**src/rtl/ocb_pkg.sv**
```systemverilog
package ocb_pkg;

    typedef enum logic [2:0] {
        CAUSE_NONE  = 3'd0,
        CAUSE_FAST  = 3'd1,
        CAUSE_SLOW  = 3'd2,
        CAUSE_OVP   = 3'd3,
        CAUSE_EXT   = 3'd4,
        CAUSE_PGOOD = 3'd5
    } trip_cause_e;

    typedef struct packed {
        logic fast;
        logic slow;
        logic ovp;
        logic ext;
        logic pgood;
    } trip_req_t;

    function automatic logic req_any(input trip_req_t r);
        return r.fast | r.slow | r.ovp | r.ext | r.pgood;
    endfunction

    // Fixed ranking: fast over slow over overvoltage over external over power-good.
    function automatic trip_cause_e req_rank(input trip_req_t r);
        trip_cause_e c;
        c = CAUSE_NONE;
        if (r.pgood) c = CAUSE_PGOOD;
        if (r.ext)   c = CAUSE_EXT;
        if (r.ovp)   c = CAUSE_OVP;
        if (r.slow)  c = CAUSE_SLOW;
        if (r.fast)  c = CAUSE_FAST;
        return c;
    endfunction

endpackage

```
**src/rtl/ocb_qual_timer.sv**
```systemverilog
module ocb_qual_timer #(
    parameter int QUAL = 4
) (
    input  logic clk,
    input  logic rst,
    input  logic restart,
    input  logic arm,
    input  logic cmp,
    output logic qualified
);
    localparam int CW = (QUAL < 2) ? 1 : $clog2(QUAL);
    localparam logic [CW-1:0] LAST = CW'(QUAL - 1);

    logic [CW-1:0] run_cnt;
    logic          run_live;

    assign run_live  = arm & cmp & ~restart;
    assign qualified = run_live & (run_cnt == LAST);

    always_ff @(posedge clk) begin
        if (rst) begin
            run_cnt <= '0;
        end else if (!run_live) begin
            run_cnt <= '0;
        end else if (run_cnt != LAST) begin
            run_cnt <= run_cnt + 1'b1;
        end
    end

    a_r2_run_bounded: assert property (@(posedge clk) disable iff (rst)
        run_cnt <= LAST);
    a_r4_restart_on_low: assert property (@(posedge clk) disable iff (rst)
        !cmp |=> run_cnt == '0);
    a_r5_disarmed_silent: assert property (@(posedge clk) disable iff (rst)
        !arm |-> !qualified);
    a_r11_restart_blocks: assert property (@(posedge clk) disable iff (rst)
        restart |-> !qualified);

endmodule

```
**src/rtl/ocb_trip_latch.sv**
```systemverilog
module ocb_trip_latch
    import ocb_pkg::*;
(
    input  logic        clk,
    input  logic        rst,
    input  trip_req_t   req,
    input  logic        clear,
    output logic        latched,
    output trip_cause_e cause
);
    logic        hit;
    trip_cause_e ranked;

    always_comb begin
        hit    = req_any(req);
        ranked = req_rank(req);
    end

    always_ff @(posedge clk) begin
        if (rst) begin
            latched <= 1'b0;
            cause   <= CAUSE_NONE;
        end else if (hit) begin
            latched <= 1'b1;
            if (!latched) cause <= ranked;
        end else if (clear) begin
            latched <= 1'b0;
            cause   <= CAUSE_NONE;
        end
    end

    a_r6_request_sets: assert property (@(posedge clk) disable iff (rst)
        hit |=> latched);
    a_r10_trip_beats_clear: assert property (@(posedge clk) disable iff (rst)
        (hit && clear) |=> latched);
    a_r9_cause_held: assert property (@(posedge clk) disable iff (rst)
        (latched && $past(latched)) |-> $stable(cause));
    a_r9_cause_valid: assert property (@(posedge clk) disable iff (rst)
        latched |-> cause != CAUSE_NONE);
    a_r10_clear_opens: assert property (@(posedge clk) disable iff (rst)
        (clear && !hit) |=> !latched);

endmodule

```
**src/rtl/ocb_breaker.sv**
```systemverilog
module ocb_breaker
    import ocb_pkg::*;
#(
    parameter int SLOW_QUAL = 2250,
    parameter int FAST_QUAL = 63
) (
    input  logic       clk,
    input  logic       rst,
    input  logic       seq_rst,
    input  logic       fast_arm,
    input  logic       slow_arm,
    input  logic       cmp_fast,
    input  logic       cmp_slow,
    input  logic       ovp_req,
    input  logic       ext_req,
    input  logic       pg_fail_req,
    input  logic       brk_clear,
    input  logic       gate_req,
    output logic       gate_en,
    output logic       fault_n,
    output logic       tripped,
    output logic [2:0] trip_cause
);
    localparam int NPATH = 2;
    localparam int QUALS [NPATH] = '{FAST_QUAL, SLOW_QUAL};

    logic [NPATH-1:0] path_arm;
    logic [NPATH-1:0] path_cmp;
    logic [NPATH-1:0] path_q;
    trip_req_t        req;
    trip_cause_e      cause;
    logic             latched;

    assign path_arm = {slow_arm, fast_arm};
    assign path_cmp = {cmp_slow, cmp_fast};

    for (genvar p = 0; p < NPATH; p++) begin : g_path
        ocb_qual_timer #(.QUAL(QUALS[p])) i_qual (
            .clk      (clk),
            .rst      (rst),
            .restart  (seq_rst),
            .arm      (path_arm[p]),
            .cmp      (path_cmp[p]),
            .qualified(path_q[p])
        );
    end

    always_comb begin
        req.fast  = path_q[0];
        req.slow  = path_q[1];
        req.ovp   = ovp_req;
        req.ext   = ext_req;
        req.pgood = pg_fail_req;
    end

    ocb_trip_latch i_latch (
        .clk    (clk),
        .rst    (rst),
        .req    (req),
        .clear  (brk_clear),
        .latched(latched),
        .cause  (cause)
    );

    assign gate_en    = gate_req & ~latched & ~req_any(req);
    assign fault_n    = ~latched;
    assign tripped    = latched;
    assign trip_cause = cause;

    a_r7_gate_off_latched: assert property (@(posedge clk) disable iff (rst)
        tripped |-> !gate_en);
    a_r7_gate_off_request: assert property (@(posedge clk) disable iff (rst)
        (ovp_req || ext_req || pg_fail_req) |-> !gate_en);
    a_r8_flag_after_request: assert property (@(posedge clk) disable iff (rst)
        $fell(fault_n) |-> $past(ovp_req || ext_req || pg_fail_req || path_q != '0));

endmodule

```
**config.mk**
```make
export PLATFORM = sky130hd
export DESIGN_NAME = ocb_breaker
export DESIGN_NICKNAME = d
export VERILOG_FILES = /design/src/rtl/ocb_pkg.sv /design/src/rtl/ocb_qual_timer.sv /design/src/rtl/ocb_trip_latch.sv /design/src/rtl/ocb_breaker.sv
export SDC_FILE = /design/constraint.sdc
export NUM_CORES = 1
export LEC_CHECK = 0
export ABC_AREA = 1
export ABC_CLOCK_PERIOD_IN_PS = 4100
export BUFFER_PORTS_ARGS = -buffer_cell sky130_fd_sc_hd__buf_2
export CORE_MARGIN = 10
export CORE_UTILIZATION = 55
export DETAILED_ROUTE_END_ITERATION = 16
export HOLD_SLACK_MARGIN = 0.02
export PLACE_DENSITY = 0.73
export SYNTH_ARGS = -nofsm -noshare
export SYNTH_HDL_FRONTEND = slang
export SYNTH_HIERARCHICAL = 1
export SYNTH_SLANG_ARGS = --single-unit
```
**constraint.sdc**
```tcl
create_clock -name clk -period 4.1 [get_ports clk]
set_clock_uncertainty 0.15 [all_clocks]
set_input_delay 0.41 -clock clk [delete_from_list [all_inputs] [get_ports clk]]
set_output_delay 0.41 -clock clk [all_outputs]
set_load 0.02 [all_outputs]
```
### After elaboration in Yosys (flattened, before gate mapping)

Index checks and enable logic that the tools add are counted.
Widths: inputs -> output; s select.

* reduce and logical (&&, ||, !) cells: 4
* equality and inequality tests: 5
* bitwise gates (word level): 17
* mux-type cells: 10
* $add $sub $neg: 2

Operator list (count)
* $mux 3: 8
* $add 12x1->12 const B: 1
* $eq 12x12->1 const B: 1
* $ne 12x12->1 const B: 1
* $and 1x1->1: 8
* $add 6x1->6 const B: 1
* $eq 6x6->1 const B: 1
* $ne 6x6->1 const B: 1
* $not 1->1: 5
* $or 1x1->1: 4
* $reduce_or 2->1: 2
* $mux 1: 2
* $ne 2x2->1 const B: 1
* $reduce_and 2->1: 1
* $reduce_bool 2->1: 1

* flip-flop bits (word level): 22
* word-level logic and storage cells: 42
* output and inout bits: 6
* input port bits: 12

### Depth between registers and ports, before layout

* depth in word-level cells: 9
* mapped depth: 12
* mapped depth without buffers: 12

### By module

The synthesis kept the hierarchy.

Modules (own cells, without submodules)
* ocb_qual_timer (g_path[1].i_qual): area each 659.4 µm², cells each 101, sequential area each 240.2 µm², instances 1
* ocb_qual_timer (g_path[0].i_qual): area each 332.8 µm², cells each 47, sequential area each 120.1 µm², instances 1
* ocb_trip_latch: area each 226.5 µm², cells each 34, sequential area each 80.1 µm², instances 1
* ocb_breaker: area each 26.3 µm², cells each 7, sequential area each 0.0 µm², instances 1

### Worst setup path after synthesis

Ideal clock, no wire load.

* kind: register to output
* start point: reg g_path[0].i_qual.run_cnt[0]
* end point: out gate_en
* arrival time: 1321 ps
* slack: 2219 ps
* data required time: 3540 ps
* path buffers: 0
* cell stages (with the launch flop): 10
* cells stage by stage: dfxtp_1 inv_1 ha_1 nand2_1 nor2_4 inv_2 nor2_1 nor2_1 nand2_1 nor2_1

* word-level cells in the longest chain between the ends: 8

RTL lines
* start, declared: line ocb_qual_timer.sv:14 `logic [CW-1:0] run_cnt;`
* start signal, assigned: line ocb_qual_timer.sv:26 `run_cnt <= run_cnt + 1'b1;`
* $eq 6x6->1: line ocb_qual_timer.sv:18 `assign qualified = run_live & (run_cnt == LAST);`
* $and 1x1->1: line ocb_qual_timer.sv:18
* net path_q[0]: line ocb_breaker.sv:29 `logic [NPATH-1:0] path_q;`
* $or 1x1->1 (4 in a row): line ocb_pkg.sv:21 `return r.fast | r.slow | r.ovp | r.ext | r.pgood;`
* $not 1->1: line ocb_breaker.sv:65 `assign gate_en = gate_req & ~latched & ~req_any(req);`
* $and 1x1->1: line ocb_breaker.sv:65
* end, declared: line ocb_breaker.sv:19 `output logic gate_en,`

The timed path passes the listed nets, and every way through them passes these cells.

### Final worst setup path

* start point: reg g_path[1].i_qual.run_cnt[0]
* end point: out gate_en

* word-level cells in the longest chain between the ends: 8

RTL lines (line)
* start, declared: ocb_qual_timer.sv:14
* start signal, assigned: ocb_qual_timer.sv:26
* $eq 12x12->1: ocb_qual_timer.sv:18
* $and 1x1->1: ocb_qual_timer.sv:18
* net path_q[1]: ocb_breaker.sv:29
* $or 1x1->1 (4 in a row): ocb_pkg.sv:21
* $not 1->1: ocb_breaker.sv:65
* $and 1x1->1: ocb_breaker.sv:65

The timed path passes the listed nets, and every way through them passes these cells.

==> flow_summary.ini <==
[clock_tree]
htree_levels = 1
hold_buffers = 0
path_clk_slew_ns = 0.12
clk_path_buf_depth = 2
cts_tree = yes
post_cts.repair.setup_buffers = 0
clk_latency_ns = 0.31
cts-root-buf = clkbuf_4
cts_buffers = 3
cts_sinks = 22
cts.repair.resized = 0

[outcome]
status = completed

[power]
combPwrFrac_pct = 7.8
ir_worst_vdd_mv = 0.216
clkPwrFrac_pct = 39.4
p_switching_uw = 87.6
p_int_uw = 329
p_per_area_mw_per_mm2 = 294
switching_share_pct = 21.0
seqPwrFrac_pct = 52.8
p_leak_uw = 0.000569

[setup_path]
critical_path_class = register to output pin
crit_buf_inv = 1
cp.depth = 9
path_max_fanout = 5
worst_setup_path_end_kind = output pin
crit_chain = ha_1 > nand2_1 > nor2_1 > nand3_1 > nor2_1 > nor2_1 > nand2_1 > nor2_1 > buf_2
cp_slowest_stage_delay_ns = 0.41
critPathLaunch = g_path[1].i_qual/run_cnt[0]
start_kind = register
worstReg2RegEnd = i_latch/cause[1]
worstSetupEndpoint = gate_en
worstPathRequired_ns = 3.54
rrSetupSlack_ns = 2.20
worstPathArrival_ns = 1.80
reg2reg_from = g_path[1].i_qual/run_cnt[0]
slowest_stage = dfxtp_1
reg2reg_depth = 10
cpMostUsedCell = nor2_1
crit_family = simple AND/OR/NAND/NOR gates

[timing]
holdWs_ns = 0.210
fin_crit_ns = 2.36
fin_crit_sh_pct = 57.5
setup_tns_ns = 0
hold_viol = 0
max_slew_margin_pct = 75.2
slew_viol_final = 0
setup_viol = 0
clock.fmax_mhz = 424
grt_setup_unrepaired = no
worst_pin_slew_ns = 0.371
worst_slack_ns = 1.74

[yosys]
synth.net_count = 205
yosysUniqueCellTypes = 20
netlist_area_sq_mm = 0.00124
synth_area_per_cell_sq_um = 6.59
ys_ff_latch = 22
syn_inst = 189
ys_seq_area_share_pct = 35.4
ys_warn_count = 6

[layout]
antenna_cells = 0
syn_to_final_growth_pct = 13.9
final_nets = 227
drive_gt1_share_pct = 16.2

[floorplanning]
io_pins = 18
fp.dieH_um = 67.6
die_area_sq_mm = 0.00457
die_w_um = 67.6
core.rowCount = 17
start_util_pct = 56.8
core_sq_mm = 0.00219

[route]
viasPerCell = 5.00
drc = 0
drt-wirelength-per-cell_um = 10.9
drtAntennaViolNets = 0
totalWireLength_mm = 2.59
drtPass1Iterations = 4
drt_iter0_drc = 76
num_vias = 1189

[place]
port_buffers = 17
dp_hpwl_mm = 2.10
place_congestion = 0.792
pre_cts_ws_ns = 2.09

[worst_hold_path]
hold_class = input port to register
hold_depth = 2
worstHoldStart = rst

[global_routing]
grt_first_pass_wirelength_mm = 4.45
grt_overflow = 0
grt_antenna_before_repair = 0
grtUsageTotal_pct = 12.1
grt_max_degree = 14
first_global_vias = 1142

[flow_run]
drv_cap = 0
[layout make-up]
type / instances / area, sq um
inverter: 29 / 109
multi-input combinational: 138 / 696
sequential: 22 / 440
clock inverter: 1 / 30.0
tap: 28 / 35.0
timing repair buffer: 17 / 85.1
fill: 214 / 773
clock buffer: 3 / 22.5
[sequential cells by signal (all words and copies together) (netlist names)]
signal,count
g_path.i_qual/run_cnt,18
i_latch/cause,3
i_latch/latched,1
[power groups by stage]
stage / registers, uW / clock network (uW) / logic (uW)
final: 220 / 164 / 32.4
after global routing: 221 / 182 / 36.5
after CTS: 220 / 171 / 32.7
after detailed placement: 225 / 0 / 32.5
after global placement: 225 / 0 / 32.0
after floorplan: 228 / 0 / 15.6
[routing by layer]
layer | up-vias | track usage [%] | part of all wire (%)
met2 | 20 | 21.4 | 51
met5 | - | 0 | 0
met3 | 6 | 2.15 | 2.9
li1 | 641 | - | -
met4 | 0 | 5.90 | 1.5
met1 | 522 | 13.5 | 45
[cell families after synthesis]
| logic type | count (synthesis) | share of synthesized area [%] |
|---|---|---|
| AND/OR/NAND/NOR | 109 | 40.4 |
| XOR/XNOR | 3 | 2.11 |
| AO/OA/AOI/OAI | 22 | 9.35 |
| flip-flops | 22 | 35.4 |
| adder cells (fa/ha/maj) | 4 | 4.02 |
| buffers and inverters | 29 | 8.74 |
[synthesized netlist by cell type]
master    number  area [sq um]
nand4_1        6          37.5
inv_2          2          7.51
a31oi_1        1          6.26
nand2_1       39           146
inv_1         27           101
nor2_1        32           120
xnor2_1        1          8.76
dfxtp_1       22           440
nor2_2         3          18.8
nand3b_1       1          7.51
nand2_2        3          18.8
a21oi_1       13          65.1
nand3_2        2          20.0
o21ai_0        6          30.0
nor2_4         3          33.8
ha_1           4          50.1
o21bai_1       2          15.0
nand3_1       17          85.1
xor2_1         2          17.5
nor3_1         3          15.0
[cells in the final DEF (no fill, tap or decap), types with 4 or more instances in the layout]
master,instances
a21oi_1,13
buf_2,17
dfxtp_1,22
ha_1,4
inv_1,27
nand2_1,39
nand3_1,17
nand4_1,6
nor2_1,32
o21ai_0,6
[metrics by stage]
stage | util [%] | std cells | cell area [sq um] | total power [uW]
after floorplan | - | 189 | 1240 | 244
after global placement | 62.3 | 234 | 1370 | 257
after detailed placement | 62.3 | 234 | 1370 | 257
after CTS | 64.7 | 238 | 1420 | 424
after global routing | 64.7 | 238 | 1420 | 439
final | 64.7 | 238 | 1420 | 416
[worst min path at each step]
stage                                   endpoint
floorplan           g_path[1].i_qual/run_cnt[10]
global placement     g_path[0].i_qual/run_cnt[4]
detailed placement  g_path[1].i_qual/run_cnt[10]
CTS                              i_latch/latched
global route                    i_latch/cause[2]
finish                          i_latch/cause[2]
Power figures use the tool's default switching activity.
